## src/rtl/keymatrix_scan.sv

```systemverilog
module keymatrix_scan #(
  parameter int N_ROWS     = 8,
  parameter int N_COLS     = 6,
  parameter int N_PAD      = 2,
  parameter int SETTLE_CYC = 4,
  parameter int SHIFT_DIV  = 4,
  localparam int REG_W = N_COLS + N_PAD,
  localparam int ROW_W = $clog2(N_ROWS),
  localparam int MAP_W = N_ROWS * N_COLS
) (
  input  logic             clk,
  input  logic             rst_n,
  input  logic [REG_W-1:0] col_n,
  output logic [ROW_W-1:0] row_sel,
  output logic             row_stb,
  output logic [MAP_W-1:0] sw_state,
  output logic             sw_changed,
  output logic             pad_err
);
  localparam int HALF  = SHIFT_DIV / 2;
  localparam int CMAX  = (SETTLE_CYC > SHIFT_DIV) ? SETTLE_CYC : SHIFT_DIV;
  localparam int CNT_W = $clog2(CMAX + 1);
  localparam int BIT_W = $clog2(REG_W + 1);

  typedef enum logic [2:0] {S_NEXT, S_SETTLE, S_LOAD, S_SHIFT, S_DECODE} state_t;

  state_t           st;
  logic [CNT_W-1:0] cnt;
  logic [BIT_W-1:0] bitn;
  logic [REG_W-1:0] sreg, rx;
  logic [MAP_W-1:0] scan_buf, scan_nxt, prev_scan;
  logic             scan_ok, prev_ok;
  logic             pad_ok, last_row;

  assign row_stb  = (st != S_NEXT);
  assign pad_ok   = &rx[REG_W-1:N_COLS];
  assign last_row = (row_sel == ROW_W'(N_ROWS - 1));

  always_comb begin
    scan_nxt = scan_buf;
    scan_nxt[row_sel*N_COLS +: N_COLS] = ~rx[N_COLS-1:0];
  end

  always_ff @(posedge clk or negedge rst_n) begin
    if (!rst_n) begin
      st         <= S_NEXT;
      row_sel    <= ROW_W'(N_ROWS - 1);
      cnt        <= '0;
      bitn       <= '0;
      sreg       <= '1;
      rx         <= '1;
      scan_buf   <= '0;
      prev_scan  <= '0;
      scan_ok    <= 1'b1;
      prev_ok    <= 1'b0;
      sw_state   <= '0;
      sw_changed <= 1'b0;
      pad_err    <= 1'b0;
    end else begin
      sw_changed <= 1'b0;
      pad_err    <= 1'b0;
      unique case (st)
        S_NEXT: begin
          row_sel <= last_row ? '0 : row_sel + 1'b1;
          cnt     <= '0;
          st      <= S_SETTLE;
        end
        S_SETTLE: begin
          if (cnt == CNT_W'(SETTLE_CYC - 1)) begin
            cnt <= '0;
            st  <= S_LOAD;
          end else begin
            cnt <= cnt + 1'b1;
          end
        end
        S_LOAD: begin
          sreg <= col_n;
          bitn <= '0;
          cnt  <= '0;
          st   <= S_SHIFT;
        end
        S_SHIFT: begin
          if (cnt == CNT_W'(HALF - 1)) begin
            rx   <= {sreg[0], rx[REG_W-1:1]};
            sreg <= {1'b1, sreg[REG_W-1:1]};
            bitn <= bitn + 1'b1;
          end
          if (cnt == CNT_W'(SHIFT_DIV - 1)) begin
            cnt <= '0;
            if (bitn == BIT_W'(REG_W)) st <= S_DECODE;
          end else begin
            cnt <= cnt + 1'b1;
          end
        end
        S_DECODE: begin
          if (pad_ok) scan_buf <= scan_nxt;
          else begin
            pad_err <= 1'b1;
            scan_ok <= 1'b0;
          end
          if (last_row) begin
            if (scan_ok && pad_ok) begin
              if (prev_ok && scan_nxt == prev_scan) begin
                sw_state   <= scan_nxt;
                sw_changed <= (scan_nxt != sw_state);
              end
              prev_scan <= scan_nxt;
              prev_ok   <= 1'b1;
            end else begin
              prev_ok <= 1'b0;
            end
            scan_ok <= 1'b1;
          end
          st <= S_NEXT;
        end
        default: st <= S_NEXT;
      endcase
    end
  end
endmodule

```

## config.mk

```make
export PLATFORM = sky130hd
export DESIGN_NAME = keymatrix_scan
export DESIGN_NICKNAME = d
export VERILOG_FILES = /design/src/rtl/keymatrix_scan.sv
export SDC_FILE = /design/constraint.sdc
export NUM_CORES = 1
export LEC_CHECK = 0
export ABC_AREA = 1
export BUFFER_PORTS_ARGS = -buffer_cell sky130_fd_sc_hd__buf_4
export CORE_MARGIN = 5
export CORE_UTILIZATION = 40
export DETAILED_ROUTE_END_ITERATION = 16
export GPL_TIMING_DRIVEN = 1
export MAX_ROUTING_LAYER = met4
export SYNTH_ARGS = -nofsm -noshare
export SYNTH_HDL_FRONTEND = slang
export SYNTH_SLANG_ARGS = --single-unit
```

## constraint.sdc

```tcl
create_clock -name clk -period 5.2 [get_ports clk]
set_input_delay 0.52 -clock clk [delete_from_list [all_inputs] [get_ports clk]]
set_output_delay 0.52 -clock clk [all_outputs]
set_load 0.1 [all_outputs]
```

======== After elaboration in Yosys (flattened, before gate mapping) ========
Index checks and enable logic that the tools add are counted.
storage, ports and cells
  output and inout port bits .............. 54
  bits in registers ....................... 177
  word-level logic and storage cells ...... 74
cells by class
  multipliers ............................. 1
  muxes and demuxes ....................... 21
  shifts and indexed selects .............. 2
  reductions and logical operators ........ 17
  bitwise gates (word level) .............. 1
  equality and inequality tests ........... 15
  add/sub/neg operators ................... 4
operators with widths
  kind                     number
  $bwmux 48                1
  $eq 48x48->1             1
  $ne 48x48->1             1
  $shift 6x34->48 const A  1
  $shiftx 6x34->48         1
  $neg 6->34               1
  $pmux 8 s2               1
  $mux 3                   5
  $pmux 3 s4               1
  $reduce_and 2->1         5
  $eq 3x2->1 const B       3
  $mux 1                   9
  $reduce_and 3->1         3
  $mux 8                   1
  $ne 2x2->1 const B       4
  $pmux 4 s2               1
  $add 3x1->3 const B      2
  $eq 3x1->1 const B       2
  $eq 3x3->1 const B       2
  $not 6->6                1
  $pmux 3 s2               1
  $mul 3x2->5 const B      1
  $add 4x1->4 const B      1
  $eq 4x4->1 const B       1
  other kinds (8)          11

======== Depth between registers and ports, before layout ========
Gate-level depths: netlist of run 1.
  depth after elaboration ................. 10
  depth in mapped cells ................... 27
  gate-level depth less buffers ........... 25

======== Worst setup path before layout of run 1 ========
OpenSTA, ideal clock, no wires.
  path kind ............................... register -> register
  start point ............................. register row_sel[1]
  end point ............................... register sw_state[27]
  period minus slack after synthesis ...... 4464 ps
  library setup time ...................... 122 ps
  path slack .............................. 736 ps
  data arrival time ....................... 4342 ps
  stages on the path, launching flop included .. 25
  buffers on the path ..................... 2
  path through ............................ dfstp_2 -> ha_1 -> fa_1 -> nor2_2 -> nand3_1 -> inv_1 -> ha_1 -> inv_2 -> nand3_2 -> inv_2 -> nand2_1 -> nand2_1 -> nand2_1 -> nand2_1 -> nand2_1 -> nor2_1 -> nand3_1 -> nor2_1 -> nand3_1 -> nor2_1 -> nand4_2 -> buf_6 -> buf_6 -> nand2_1 -> nand2_1
between the ends
  longest elaborated chain between the ends .. 7
  elaborated cells on any way between the ends .. 9
RTL lines
  item                                                        RTL line  text
  start: declaration                                          14        output logic [ROW_W-1:0] row_sel,
  start signal: assignment                                    47        row_sel <= ROW_W'(N_ROWS - 1);
  start signal: assignment                                    64        row_sel <= last_row ? '0 : row_sel + 1'b1;
  $mul 3x2->5                                                 41        scan_nxt[row_sel*N_COLS +: N_COLS] = ~rx[N_COLS-1:0];
  $neg 6->34                                                  41
  $shiftx 6x34->48 / $shift 6x34->48 (equally long branches)  41
  $bwmux 48                                                   41
  $eq 48x48->1                                                103       if (prev_ok && scan_nxt == prev_scan) begin
  $logic_and 1x1->1                                           103
  $reduce_and 4->1 (no line)                                  n/a
  end signal: assignment                                      104       sw_state <= scan_nxt;
  end: declaration                                            16        output logic [MAP_W-1:0] sw_state,
Parallel ways exist; a longest one is shown, timed or not.
A chain may end at the register's enable or synchronous reset.

======== Final worst setup path of run 1 ========
  start point ............................. register row_sel[1]
  end point ............................... register sw_state[3]
The elaborated chain is that of the path after synthesis.

==> impl_metrics.yaml, run 1 <==
logic_synthesis:
  ys.flop_type: "dfrtp_1"
  synth_warnings: 0
  synth_edf_count: 0
  synthDominantCellAreaShare_pct: 35.8
  synth_cell_types: 42
  avgSynthCellArea_um2: 7.01
  yosysMostFrequentCell: "nand2_1"
  synthTopCellsByCount: "nand2_1 (608), inv_1 (160), dfrtp_1 (157), nand3_1 (121), o21ai_0 (110)"
  ys_ff_latch: 177
  async_reset_ff_share_pct: 100
  syn_nets: 1590
  yosys.area.top_type: "dfrtp_1"
  synth_cells: 1567
  syn_area_um2: 11000
  synth.area.top_cells: "dfrtp_1 (36%), nand2_1 (21%), nand3_1 (5.5%)"
  ys_seq_area_share_pct: 40.6
power:
  p_seq_share_pct: 49.3
  p_leak_uw: 0.00658
  swShare_pct: 26.3
  p_sw_uw: 742
  power.internal_uw: 2080
  power_uw: 2820
  power.density_nw_per_um2: 229
  ir_drop_v: 0.000187
  comb_power_share_pct: 3.9
  p_clk_share_pct: 46.8
job:
  drv_cap: 0
global_route:
  grt_pass1_vias: 9594
  grt_util_all_layers_pct: 22.5
  antenna_found_initial: 0
  grt_overflow: 0
  grt_pass1_wl_um: 53400
  grt_max_degree: 129
detailed_routing:
  via_count: 10200
  ant_nets: 0
  first_iter_violations: 916
  via_per_inst: 5.16
  wl_um: 33200
  drc: 0
  wire_per_inst_um: 16.8
  drt_first_pass_iters: 6
setup_path:
  crit_path_end_kind: "flip-flop"
  cp_slowest_cell: "dfstp_2"
  crit_type: "flip-flop to flip-flop"
  required_ns: 5.57
  start_kind: "flip-flop"
  crit_chain: "ha_1 -> fa_1 -> nor2_2 -> nand3_1 -> inv_1 -> ha_1 -> inv_2 -> nand3_2 -> inv_2 -> nand2_1 -> nand2_1 -> nand2_1 -> nand2_1 -> nand2_1 -> nor2_1 -> nand2_1 -> nor2_1 -> nand2_1 -> nor2_1 -> nand2_1 -> nor2_4 -> buf_4 -> nand4_1 -> nand2_1"
  arrival_ns: 5.15
  cp_max_fo: 15
  path_delay_family: "simple AND/OR/NAND/NOR gates"
  path_buf_inv: 4
  crit_path_frequent_cell: "nand2_1"
  cpPeakStageDelay_ns: 0.61
floorplanning:
  initial_core_util_pct: 40.6
  die_w_um: 176
  fp-row-count: 60
  die_area_um2: 30900
  io_pins: 64
  die_y_um: 176
  core_area_um2: 27000
sta:
  rsz0062_at_grt: "no"
  fin_crit_ns: 4.78
  hold_viol_final: 0
  post-route-period-util_pct: 91.9
  max_slew_margin_pct: 34.0
  final.setup_skew_ns: 0.0124
  max_freq_ghz: 0.209
  slew_violations: 0
  setup_violations: 0
  timing.hold.ws_ns: 0.00783
  tightestPinTransition_ns: 0.987
  tns_ns: 0
clock_tree:
  cts.sinks: 177
  cts_resized: 0
  htreeDepth: 4
  clk_pin_slew_worst_paths_ns: 0.08
  clockBufferDepth: 2
  cts_root_buf: "clkbuf_16"
  postCtsSetupRepairBufs: 0
  holdBufCountCts: 0
  cts_tree: "done"
  clk_latency_ns: 0.44
  cts_buffers: 17
cells_and_area:
  fin_nets: 1638
  fill_cells: 2740
  num_antenna_cells: 0
  area_growth_pct: 12.6
  final_util_pct: 45.7
  drive_gt1_share_pct: 12.5
place:
  port_buffers: 63
  hpwlAfterDp_um: 23900
  gp_congestion: 0.945
min_path:
  hp-class: "primary input to async pin"
status:
  status: "completed"
==> metal layers <==
| metal | vias to the layer above | share of wire (%) | GRT usage, % |
|---|---|---|---|
| li1 | 5091 | - | - |
| met1 | 4739 | 47 | 31.2 |
| met2 | 298 | 45 | 34.7 |
| met3 | 41 | 5.9 | 3.59 |
| met4 | 0 | 2.0 | 5.56 |
| met5 | - | 0 | - |
==> cell type report <==
class	instances	area [um2]	share of cell area, %
inverter	176	671	5.43
tap	341	427	3.45
timing repair buffer	86	677	5.48
sequential	177	4450	36.0
clock inverter	14	136	1.10
clock buffer	18	450	3.64
multi-input combinational	1157	5540	44.9
==> cell families after synthesis <==
group	synth area share, %
AO/OA/AOI/OAI	6.69
XOR/XNOR	2.23
adder cells (fa/ha/maj)	1.55
buffers and inverters	9.09
flip-flops	40.6
AND/OR/NAND/NOR	39.9
==> power by group through the flow <==
stage | Combinational (uW) | Clock, uW | Sequential (uW)
floorplan | 52.1 | 0 | 1420
global placement | 111 | 0 | 1420
detailed placement | 111 | 0 | 1420
CTS | 112 | 1340 | 1390
global route | 125 | 1410 | 1390
finish | 109 | 1320 | 1390
==> per-stage QoR <==
step,setup slack (ns),instance area [um2],instances
after floorplan,0.736,11000,1567
after global placement,0.601,11800,1937
after detailed placement,0.497,11800,1937
after CTS,0.463,12400,1969
after global routing,0.00733,12400,1969
final,0.423,12400,1969
==> worst paths after layout <==
path                             from             to  slack [ns]  cells past startpoint
setup / recovery           row_sel[1]    sw_state[3]        0.42                     24
hold / removal                  rst_n   scan_buf[36]       0.008                      1
setup reg to reg           row_sel[1]    sw_state[3]        0.42                     24
hold reg to reg               sreg[0]          rx[7]        0.48                      2
max in group asynchronous       rst_n  prev_scan[28]        4.07                      2
min in group clk             col_n[0]        sreg[0]        0.32                      3
==> cells in the final DEF (no fill, tap or decap), types with 18 or more instances in the layout <==
master,count
xor2_1,18
inv_1,160
clkbuf_16,18
nand3_1,121
nor2_1,104
o21ai_0,110
nand2_1,608
buf_4,83
nand3b_1,18
dfrtp_1,157
nand4_1,74
dfstp_2,20
==> state kept, by name (all words and copies together) (netlist names) <==
| name | cells |
|---|---|
| prev_scan | 48 |
| scan_buf | 48 |
| sw_state | 48 |
| rx | 8 |
| sreg | 8 |
| bitn | 4 |
| cnt | 3 |
| row_sel | 3 |
| st | 3 |
| pad_err | 1 |
| prev_ok | 1 |
| scan_ok | 1 |
| sw_changed | 1 |
==> worst reg2reg max path: cells and delay by family, from the launching register on <==
family,cells,cell delay (ns)
adder cells (fa/ha/maj),3,1.07
buffers and inverters,4,0.73
flip-flops,1,0.61
AND/OR/NAND/NOR,17,2.30
Note: power is estimated with default switching activity, not from simulation.
==> run 2, diff against run 1 <==
--- a/config.mk
+++ b/config.mk
@@ -8,7 +8,7 @@
 export ABC_AREA = 1
 export BUFFER_PORTS_ARGS = -buffer_cell sky130_fd_sc_hd__buf_4
 export CORE_MARGIN = 5
-export CORE_UTILIZATION = 40
+export CORE_UTILIZATION = 45
 export DETAILED_ROUTE_END_ITERATION = 16
 export GPL_TIMING_DRIVEN = 1
 export MAX_ROUTING_LAYER = met4
==> run 2 against run 1 <==
Clock-buffer cell count unchanged. Maximum frequency increased by 1.9%. Flip-flop and latch count unchanged. Via count hardly changed. Highest routed layer unchanged.
==> impl_metrics.yaml, run 2 (same netlist as run 1, synthesis figures left out) <==
setup_path:
  crit_path_end_kind: "flip-flop"
  arrival_ns: 5.06
  start_kind: "flip-flop"
  cp_max_fo: 23
  ff2ff_setup_slack_ns: 0.51
  worst_r2r_startpoint: "row_sel[1]"
  required_ns: 5.57
  ff2ff_path_depth: 24
  crit_type: "flip-flop to flip-flop"
  r2r_end: "sw_state[34]"
min_path:
  hp-class: "primary input to flip-flop"
  hp-start: "col_n[0]"
  whs_path_depth: 3
  min_delay_worst_endpoint: "sreg[0]"
detailed_routing:
  drt_first_pass_iters: 5
  ant_nets: 0
  wl_um: 32800
  routed-wl-met3_um: 1920
  via_count: 10200
  drc: 0
  first_iter_violations: 814
  wire_per_inst_um: 16.8
  wl_met1_um: 15400
  top_layer_used: "met4"
  via_per_inst: 5.22
  dr_wl_met2_um: 14500
sta:
  timing.hold.ws_ns: 0.311
  max_slew_margin_pct: 29.3
  slew_violations: 0
  tightestPinTransition_ns: 1.06
  max_freq_ghz: 0.213
  post-route-period-util_pct: 90.1
  setup_violations: 0
  rsz0062_at_grt: "no"
  hold_viol_final: 0
  final.setup_skew_ns: 0.0193
  fin_crit_ns: 4.69
  tns_ns: 0
floorplanning:
  core_area_um2: 24200
  die_w_um: 166
  die_area_um2: 27600
  io_pins: 64
  fp-row-count: 57
  die_y_um: 166
  initial_core_util_pct: 45.4
global_route:
  grt_pass1_vias: 9533
  grt_overflow: 0
  antenna_found_initial: 1
  grt_pass1_wl_um: 52400
  grt_util_all_layers_pct: 24.3
  grt_max_degree: 177
clock_tree:
  postCtsSetupRepairBufs: 0
  clk_pin_slew_worst_paths_ns: 0.08
  cts_tree: "done"
  cts.sinks: 177
  cts_buffers: 17
  clk_latency_ns: 0.44
  htreeDepth: 4
  cts_root_buf: "clkbuf_16"
  clockBufferDepth: 2
cells_and_area:
  area_growth_pct: 12.2
  final_cell_mix: "nand2_1 (608), inv_1 (160), dfrtp_1 (157), nand3_1 (121), o21ai_0 (110)"
  stdcell_area_um2: 12300
  reg.largest.list: "prev_scan: 48 flops, scan_buf: 48 flops, sw_state: 48 flops"
  drive_gt1_share_pct: 12.4
  fin_nets: 1636
  fill_cells: 2405
  stdcell_count: 1951
  mostFrequentLayoutCell: "nand2_1"
place:
  port_buffers: 63
  placed_cell_area_um2: 11700
  dp_cells: 1917
  gp_congestion: 0.972
  hpwlAfterDp_um: 23200
power:
  power_uw: 2810
  ir_drop_v: 0.000160
  p_leak_uw: 0.00656
  power.density_nw_per_um2: 228
job:
  drv_cap: 0
status:
  status: "completed"
-- run 2: how the worst max path moves through the flow --
stage                           from  slack (ns)  cells past startpoint           end
after CTS                 row_sel[1]        0.44                     24   sw_state[1]
final                     row_sel[1]        0.51                     24  sw_state[34]
after global placement    row_sel[1]        0.62                     24  sw_state[10]
after detailed placement  row_sel[1]        0.47                     24   sw_state[1]
after global routing      row_sel[1]       0.002                     24  sw_state[24]
after floorplan           row_sel[1]        0.74                     24  sw_state[27]
-- run 2: through the flow --
stage | worst slack [ns] | util, %
final | 0.514 | 50.9
after global routing | 0.00200 | 50.9
after CTS | 0.442 | 50.9
after detailed placement | 0.469 | 48.5
after global placement | 0.620 | 48.5
after floorplan | 0.736 | -
-- run 2: worst max-delay path, cell delays in order, from the launching register on --
cell and delay, ns:
dfstp_2 0.60, ha_1 0.28, fa_1 0.58, nor2_4 0.22, nand3_1 0.16, inv_1 0.09
ha_1 0.32, inv_2 0.24, nand3_2 0.16, inv_2 0.20, nand2_1 0.15, nand2_1 0.11
nand2_1 0.14, nand2_1 0.09, nand2_1 0.06, nor2_1 0.09, nand3_1 0.07, nor2_1 0.21
nand2_1 0.08, nor2_1 0.09, nand2_1 0.09, nor2_4 0.10, buf_4 0.28, nand4_1 0.12
nand2_1 0.09
-- run 2: layout make-up --
class	instances	area (um2)	area share [%]
Clock inverter	14	139	1.13
Timing Repair Buffer	84	656	5.32
Antenna cell	1	2.50	0.0203
Inverter	176	671	5.45
Sequential cell	177	4450	36.2
Clock buffer	18	439	3.57
Multi-Input combinational cell	1157	5550	45.1
Tap cell	324	405	3.29
-- run 2: timing repair --
action / 4_1_cts / 5_1_grt
hold buffers: 1 / 0
resized for setup: 0 / 2
hold endpoints to repair: 1 / 0
setup endpoints to repair: 0 / 48
-- run 2: routing by layer --
| layer | global-route usage (%) | vias up |
|---|---|---|
| met1 | 33.2 | 4737 |
| met3 | 4.09 | 44 |
| met5 | - | - |
| li1 | - | 5093 |
| met4 | 8.36 | 0 |
| met2 | 36.8 | 301 |
-- run 2: power breakdown --
| part | leakage, uW | switching [uW] | internal [uW] |
|---|---|---|---|
| Clock | 0.000288 | 650 | 653 |
| Combinational | 0.00388 | 83.7 | 26.0 |
| Sequential | 0.00239 | 4.40 | 1390 |
| Total | 0.00656 | 738 | 2070 |
